<file path="src/rtl/hostmbox_pkg.sv">
package hostmbox_pkg;
    localparam int WORD_W = 32;
    localparam int MBOX_W = 2 * WORD_W;
    localparam int NUM_SLOTS = 4;

    // Slot order: the two halves of each mailbox sit 4 bytes apart.
    typedef enum logic [1:0] {
        SLOT_OUT_LO = 2'd0,
        SLOT_OUT_HI = 2'd1,
        SLOT_IN_LO  = 2'd2,
        SLOT_IN_HI  = 2'd3
    } slot_e;

    typedef struct packed {
        logic [MBOX_W-1:0] outbox;
        logic [MBOX_W-1:0] inbox;
        logic              armed;
        logic              filling;
        logic [WORD_W-1:0] rdata;
        logic              miss;
        logic              cmd_v;
        logic [MBOX_W-1:0] cmd_w;
    } mbox_state_t;
endpackage

</file>
<file path="src/rtl/hostmbox_decode.sv">
module hostmbox_decode
    import hostmbox_pkg::*;
#(
    parameter int ADDR_W   = 12,
    parameter int OUT_ADDR = 'h108,
    parameter int IN_ADDR  = 'h100
) (
    input  logic [ADDR_W-1:0]    addr_i,
    output logic [NUM_SLOTS-1:0] slot_hit_o
);
    localparam int BASE    = (OUT_ADDR < IN_ADDR) ? OUT_ADDR : IN_ADDR;
    localparam int TOP     = (OUT_ADDR < IN_ADDR) ? IN_ADDR : OUT_ADDR;
    localparam int SPAN    = TOP + 8 - BASE;
    localparam int OUT_OFF = OUT_ADDR - BASE;
    localparam int IN_OFF  = IN_ADDR - BASE;
    localparam logic [ADDR_W-1:0] BASE_A = ADDR_W'(BASE);

    logic [ADDR_W-1:0] offset;
    assign offset = addr_i - BASE_A;

    for (genvar g = 0; g < NUM_SLOTS; g++) begin : g_slot
        localparam int SLOT_OFF = ((g < 2) ? OUT_OFF : IN_OFF) + 4 * (g % 2);
        localparam logic [ADDR_W-1:0] SLOT_A = ADDR_W'(SLOT_OFF);
        assign slot_hit_o[g] = (offset == SLOT_A) && (SLOT_OFF < SPAN);
    end
endmodule

</file>
<file path="src/rtl/hostmbox_regs.sv">
module hostmbox_regs
    import hostmbox_pkg::*;
(
    input  logic                 clk,
    input  logic                 rst_n,
    input  logic                 wr_i,
    input  logic                 rd_i,
    input  logic [WORD_W-1:0]    wdata_i,
    input  logic [NUM_SLOTS-1:0] slot_hit_i,
    input  logic                 eng_done_i,
    input  logic                 eng_resp_valid_i,
    input  logic [MBOX_W-1:0]    eng_resp_i,
    output logic [WORD_W-1:0]    rdata_o,
    output logic                 miss_o,
    output logic                 cmd_valid_o,
    output logic [MBOX_W-1:0]    cmd_word_o,
    output logic                 filling_o
);
    mbox_state_t st_d, st_q;
    logic any_hit, access, resp_load;

    assign any_hit   = |slot_hit_i;
    assign access    = wr_i | rd_i;
    assign resp_load = eng_done_i & eng_resp_valid_i;

    always_comb begin
        st_d       = st_q;
        st_d.rdata = '0;
        st_d.miss  = access & ~any_hit;
        st_d.cmd_v = 1'b0;

        if (rd_i) begin
            if (slot_hit_i[SLOT_OUT_LO]) st_d.rdata = st_q.outbox[WORD_W-1:0];
            if (slot_hit_i[SLOT_OUT_HI]) st_d.rdata = st_q.outbox[MBOX_W-1:WORD_W];
            if (slot_hit_i[SLOT_IN_LO])  st_d.rdata = st_q.inbox[WORD_W-1:0];
            if (slot_hit_i[SLOT_IN_HI])  st_d.rdata = st_q.inbox[MBOX_W-1:WORD_W];
        end

        if (wr_i) begin
            if (slot_hit_i[SLOT_OUT_LO]) begin
                if (st_q.outbox == '0) begin
                    st_d.outbox = {{WORD_W{1'b0}}, wdata_i};
                    st_d.armed  = 1'b1;
                end else begin
                    st_d.armed  = 1'b0;
                end
            end
            if (slot_hit_i[SLOT_OUT_HI] && st_q.armed) begin
                st_d.outbox[MBOX_W-1:WORD_W] = st_q.outbox[MBOX_W-1:WORD_W] | wdata_i;
                st_d.cmd_v = 1'b1;
                st_d.cmd_w = {st_q.outbox[MBOX_W-1:WORD_W] | wdata_i,
                              st_q.outbox[WORD_W-1:0]};
            end
            if (slot_hit_i[SLOT_IN_LO]) begin
                st_d.inbox   = {{WORD_W{1'b0}}, wdata_i};
                st_d.filling = 1'b1;
            end
            if (slot_hit_i[SLOT_IN_HI]) begin
                st_d.inbox[MBOX_W-1:WORD_W] = st_q.inbox[MBOX_W-1:WORD_W] | wdata_i;
                st_d.filling = 1'b0;
            end
        end

        if (eng_done_i) begin
            st_d.outbox = '0;
            if (resp_load) begin
                st_d.inbox   = eng_resp_i;
                st_d.filling = 1'b0;
            end
        end
    end

    always_ff @(posedge clk) begin
        if (!rst_n) st_q <= '0;
        else        st_q <= st_d;
    end

    assign rdata_o     = st_q.rdata;
    assign miss_o      = st_q.miss;
    assign cmd_valid_o = st_q.cmd_v;
    assign cmd_word_o  = st_q.cmd_w;
    assign filling_o   = st_q.filling;


    cmd_needs_arm_chk: assert property (@(posedge clk) disable iff (!rst_n)
        cmd_valid_o |-> $past(st_q.armed));


    reject_keeps_box_chk: assert property (@(posedge clk) disable iff (!rst_n)
        (wr_i && slot_hit_i[SLOT_OUT_LO] && st_q.outbox != '0 && !eng_done_i)
        |=> ($stable(st_q.outbox) && !st_q.armed));


    miss_reads_zero_chk: assert property (@(posedge clk) disable iff (!rst_n)
        miss_o |-> (rdata_o == '0));


    done_empties_chk: assert property (@(posedge clk) disable iff (!rst_n)
        eng_done_i |=> (st_q.outbox == '0));


    high_ends_fill_chk: assert property (@(posedge clk) disable iff (!rst_n)
        (wr_i && slot_hit_i[SLOT_IN_HI]) |=> !filling_o);


    one_slot_chk: assert property (@(posedge clk) disable iff (!rst_n)
        $onehot0(slot_hit_i));
endmodule

</file>
<file path="src/rtl/hostmbox_top.sv">
module hostmbox_top
    import hostmbox_pkg::*;
#(
    parameter int ADDR_W   = 12,
    parameter int OUT_ADDR = 'h108,
    parameter int IN_ADDR  = 'h100
) (
    input  logic              clk,
    input  logic              rst_n,
    input  logic              bus_wr_i,
    input  logic              bus_rd_i,
    input  logic [ADDR_W-1:0] bus_addr_i,
    input  logic [31:0]       bus_wdata_i,
    output logic [31:0]       bus_rdata_o,
    output logic              bus_miss_o,
    output logic              cmd_valid_o,
    output logic [63:0]       cmd_word_o,
    input  logic              eng_done_i,
    input  logic              eng_resp_valid_i,
    input  logic [63:0]       eng_resp_i,
    output logic              inbox_filling_o
);
    logic [NUM_SLOTS-1:0] slot_hit;

    hostmbox_decode #(
        .ADDR_W  (ADDR_W),
        .OUT_ADDR(OUT_ADDR),
        .IN_ADDR (IN_ADDR)
    ) u_decode (
        .addr_i    (bus_addr_i),
        .slot_hit_o(slot_hit)
    );

    hostmbox_regs u_regs (
        .clk             (clk),
        .rst_n           (rst_n),
        .wr_i            (bus_wr_i),
        .rd_i            (bus_rd_i),
        .wdata_i         (bus_wdata_i),
        .slot_hit_i      (slot_hit),
        .eng_done_i      (eng_done_i),
        .eng_resp_valid_i(eng_resp_valid_i),
        .eng_resp_i      (eng_resp_i),
        .rdata_o         (bus_rdata_o),
        .miss_o          (bus_miss_o),
        .cmd_valid_o     (cmd_valid_o),
        .cmd_word_o      (cmd_word_o),
        .filling_o       (inbox_filling_o)
    );
endmodule

</file>
<file path="config.mk">
export PLATFORM = sky130hd
export DESIGN_NAME = hostmbox_top
export DESIGN_NICKNAME = d
export VERILOG_FILES = /design/src/rtl/hostmbox_pkg.sv /design/src/rtl/hostmbox_decode.sv /design/src/rtl/hostmbox_regs.sv /design/src/rtl/hostmbox_top.sv
export SDC_FILE = /design/constraint.sdc
export NUM_CORES = 1
export LEC_CHECK = 0
export ABC_AREA = 1
export CORE_MARGIN = 2
export CORE_UTILIZATION = 35
export CTS_BUF_LIST = sky130_fd_sc_hd__clkbuf_8
export DETAILED_ROUTE_END_ITERATION = 10
export DONT_BUFFER_PORTS = 1
export SLEW_MARGIN = 10
export SYNTH_ARGS = -nofsm -noshare
export SYNTH_HDL_FRONTEND = slang
export SYNTH_SLANG_ARGS = --single-unit
</file>
<file path="constraint.sdc">
create_clock -name clk -period 2.01 [get_ports clk]
set_input_delay 0.3015 -clock clk [delete_from_list [all_inputs] [get_ports clk]]
set_output_delay 0.3015 -clock clk [all_outputs]
set_load 0.005 [all_outputs]
</file>
# Yosys cells after proc, flatten, opt, wreduce, memory -nomap -nowiden
# Index checks and enable logic that the tools add are counted.
[word_totals]
ff_bits = 228
input_bits = 114
output_inout_bits = 99
elab_cells = 52
[classes]
n_addsub = 1
eq_ne = 3
n_mux = 19
bitwise_logic = 7
n_reduce_logical = 13
[op_table]
columns = ["op", "n"]
rows = [
  ["$mux 64", 5],
  ["$mux 32", 6],
  ["$mux 66", 1],
  ["$mux 65", 1],
  ["$logic_not 64->1", 1],
  ["$or 32x32->32", 2],
  ["$eq 12x4->1 const B", 2],
  ["$eq 12x3->1 const B", 1],
  ["$logic_not 12->1", 1],
  ["$sub 12x9->12 const B", 1],
  ["$reduce_and 2->1", 4],
  ["$mux 1", 6],
  ["$reduce_and 3->1", 2],
  ["$reduce_bool 2->1", 2],
  ["$reduce_or 4->1", 1],
  ["$and 1x1->1", 2],
  ["$not 1->1", 2],
  ["$reduce_or 2->1", 1],
  ["$logic_and 1x1->1", 1],
  ["$or 1x1->1", 1],
]

# Depth between registers and ports, before layout
[logic_depth]
ltp_word = 7
mapped_depth = 12
mapped_depth_nobuf = 10

# Cells and area by module
# A second synthesis with hierarchy kept.
[hier_totals]
hier_cells = 1332
hier_area_um2 = 9975.8
[modules_own_cells]
columns = ["module", "instances", "cells_per_inst", "area_each_um2", "seq_area_each_um2"]
rows = [
  ["hostmbox_regs", 1, 1307, 9874.5, 4564.4],
  ["hostmbox_decode", 1, 25, 101.3, 0.0],
]

# Least setup slack after synthesis
# OpenSTA, ideal clock, no wires.
[synth_timing]
path_type = "input-to-reg"
from = "input bus_addr_i[10]"
to = "register u_regs.st_q[205] (netlist name)"
setup_ns = 0.115
arrival_time_ns = 1.383
required_ns = 1.895
slack_ns = 0.512
cell_stages = 11
n_path_buf = 1
path_cell_list = "inv_1 -> nand2_1 -> nor2_4 -> nand2_4 -> nor2_4 -> nand2_2 -> nor2_4 -> inv_2 -> buf_6 -> a21oi_1 -> nor2_1"
[synth_via]
elab_chain_cells = 5
elab_cells_between_ends = 8
classes_between = "1 x add/sub; 2 x eq/ne; 1 x mux; 4 x reduce/logical"
[synth_rtl]
columns = ["element", "line", "source"]
rows = [
  ["start: declaration", "hostmbox_top.sv:12", "input logic [ADDR_W-1:0] bus_addr_i,"],
  ["$sub 12x9->12 (*)", "hostmbox_decode.sv:19", "assign offset = addr_i - BASE_A;"],
  ["$eq 12x4->1", "hostmbox_decode.sv:24", "assign slot_hit_o[g] = (offset == SLOT_A) && (SLOT_OFF < SPAN);"],
  ["$logic_and 1x1->1", "hostmbox_regs.sv:48", "if (slot_hit_i[SLOT_OUT_HI] && st_q.armed) begin"],
  ["$reduce_bool 2->1 (no source line)", "n/a", ""],
  ["$reduce_and 3->1 (no source line)", "n/a", ""],
  ["end signal: assignment", "hostmbox_regs.sv:75", "else st_q <= st_d;"],
  ["end: declaration", "hostmbox_regs.sv:19", "mbox_state_t st_d, st_q;"],
]
# Every way passes the cells marked *; elsewhere a longest branch is shown, timed or not.
# A chain may end at the register's enable or synchronous reset.

# Worst setup path after layout
[layout_timing]
from = "register u_regs.st_q[220] (netlist name)"
to = "register u_regs.st_q[205] (netlist name)"
[layout_via]
elab_chain_cells = 3
[layout_rtl]
columns = ["element", "line", "source"]
rows = [
  ["$logic_not 64->1", "hostmbox_regs.sv:41", "if (st_q.outbox == '0) begin"],
  ["$reduce_bool 2->1 (no source line)", "n/a", ""],
  ["$reduce_and 3->1 (no source line)", "n/a", ""],
]
# No other way between the ends.

==> metrics.yaml <==
antenna_found_initial: 3
maxSlewHeadroom_pct: 60.27
hp-class: "in -> reg"
layout_commonest_cell: "nor2_1"
drt_iter0_markers: 1057
cts_max_level: 2
power_mw: 9.344
drv_slew: 0
synthFlopType: "dfxtp_1"
cp.arrival_ns: 2.17
placement_rows: 64
rsz0062_at_grt: "no"
syn_to_final_growth_pct: 12.00
endpoint_kind: "register"
cts.sinks: 228
cts_setup_buffers: 0
fmax_mhz: 571.8
layout_common_cells: "350 x nor2_1, 228 x dfxtp_1, 171 x nand2_1"
worstSetupPathType: "reg -> reg"
status: "complete, no violations"
max_cap_viol_count: 0
clock_path_buffers: 3
gp_congestion: 0.8594
synth-seq-cells: 228
layout.nets: 1682
antenna_left: 0
grt_overflow: 0
ys_warn_count: 0
fin_tns_setup_ns: 0
leakage_nw: 5.356
die_h_um: 181.4
netlist-cell-type-count: 32
grt_use_total_pct: 22.83
clock_skew_ns: 0.02332
coreArea_sq_um: 30830
clkTransAtPathRegs_ns: 0.06
wl_per_cell_um: 19.23
period_minus_slack_ns: 1.749
post-route-drc-count: 0
worstRegToRegCells: 9
clk_latency_ns: 0.55
synth-edff-count: 0
required_ns: 2.43
hpwl_mm: 26.15
min_period_over_period_pct: 87.01
critPathLaunchType: "register"
vdd_ir_drop_max_mv: 0.4325
die_area_sq_um: 32920
start_util_pct: 35.74
drtPass1Iterations: 5
syn_inst: 1590
hold_viol_final: 0
portBuffers: 0
ios: 213
routed_wl_mm: 38.33
tritoncts: "done"
ys_seq_area_share_pct: 41.43
cts_buffers: 39
crit_path_max_fanout: 12
powerDensity_nw_per_um2: 757.1
async_reset_ff_share_pct: 0
syn_nets: 1704
grt_pass1_wl_mm: 58.34
setup_viol: 0
vias: 10400
vias_per_cell: 5.218
grt_pass1_vias: 9723
drive_gt1_share_pct: 8.208
grt_max_degree: 88
worstMarginPinSlew_ns: 0.5951
die_w_um: 181.4
holdPathStages: 4
synth_area_sq_um: 11020
root_buffer: "clkbuf_8"
synth.avg_cell_area_sq_um: 6.930
## registers in the layout, indices dropped and copies added (netlist names)
name                count
u_regs.cmd_valid_o      1
u_regs.rdata_o         32
u_regs.cmd_word_o      64
u_regs.filling_o        1
u_regs.st_q           129
u_regs.miss_o           1
## critical path: stages (launching register included)
cell	delay, ns
dfxtp_1	0.32
nor2_1	0.13
nand2_1	0.06
nor2_1	0.27
nand2_1	0.09
nor2_1	0.13
nand3_1	0.17
buf_4	0.24
a21oi_1	0.14
nor2_1	0.08
## per-layer routing
metal	vias to the layer above	share of wire, %	GRT usage [%]
met5	-	0.065	0
met4	4	2.2	6.407
met3	61	12	8.444
met2	505	41	33.21
met1	4791	44	31.56
li1	5038	-	-
## cells in the mapped netlist (all sizes together) (3+ instances only)
cell / n / share of area [%]
clkbuf: 42 / 1.4
nor3: 5 / 0.32
nand4: 34 / 2.0
o22ai: 26 / 1.5
o211ai: 7 / 0.48
o21ai: 134 / 6.1
nor2: 361 / 13
buf: 149 / 9.5
nand3: 140 / 6.6
dfxtp: 228 / 41
clkinv: 3 / 0.10
inv: 141 / 4.8
nand2: 178 / 6.2
a21oi: 138 / 6.3
## worst paths after layout
check	start	endpoint	slack, ns
worst max-delay path	u_regs.st_q[220]	u_regs.st_q[205]	0.26
worst min-delay path	eng_resp_i[11]	u_regs.st_q[111]	0.01
worst max register to register	u_regs.st_q[220]	u_regs.st_q[205]	0.26
worst min register to register	u_regs.st_q[134]	u_regs.st_q[134]	0.47
## layout make-up
class                      count  area [sq um]
multi-input combinational   1027          4710
clock buffer                  48         660.6
clock inverter                21         96.34
tap                          396         495.5
inverter                     144         540.5
fill                        3230         18490
sequential                   228          4564
timing repair buffer         128          1271
antenna                        1         2.502
## metrics by stage
stage | instances | cell area [sq um] | hold WS [ns] | setup slack (ns) | util [%]
floorplan | 1590 | 11020 | 0.4231 | 0.5123 | -
global placement | 1836 | 10690 | 0.4288 | 0.2416 | 34.68
detailed placement | 1836 | 10690 | 0.4293 | 0.1798 | 34.68
CTS | 1992 | 12340 | 0.003303 | 0.2959 | 40.02
global route | 1992 | 12340 | 0.02521 | 0.1036 | 40.02
finish | 1993 | 12340 | 0.01118 | 0.2610 | 40.03
## cells by family after synthesis
group	after synthesis	share of synthesized area [%]
simple gates	718	28.14
compound gates	309	14.58
flops	228	41.43
buf+inv	335	15.85
## power by group
part / internal [mW] / switching, mW / total, mW
clock: 2.16 / 1.92 / 4.07
combinational: 0.243 / 0.388 / 0.632
sequential: 4.60 / 0.0361 / 4.64
total: 7.00 / 2.34 / 9.34
## repair_timing
item,4_1_cts,5_1_grt
hold buffers,87,0
endpoints found under the hold margin,160,0
gates resized for setup,0,0
No activity file was read; power rests on OpenSTA's default activity.
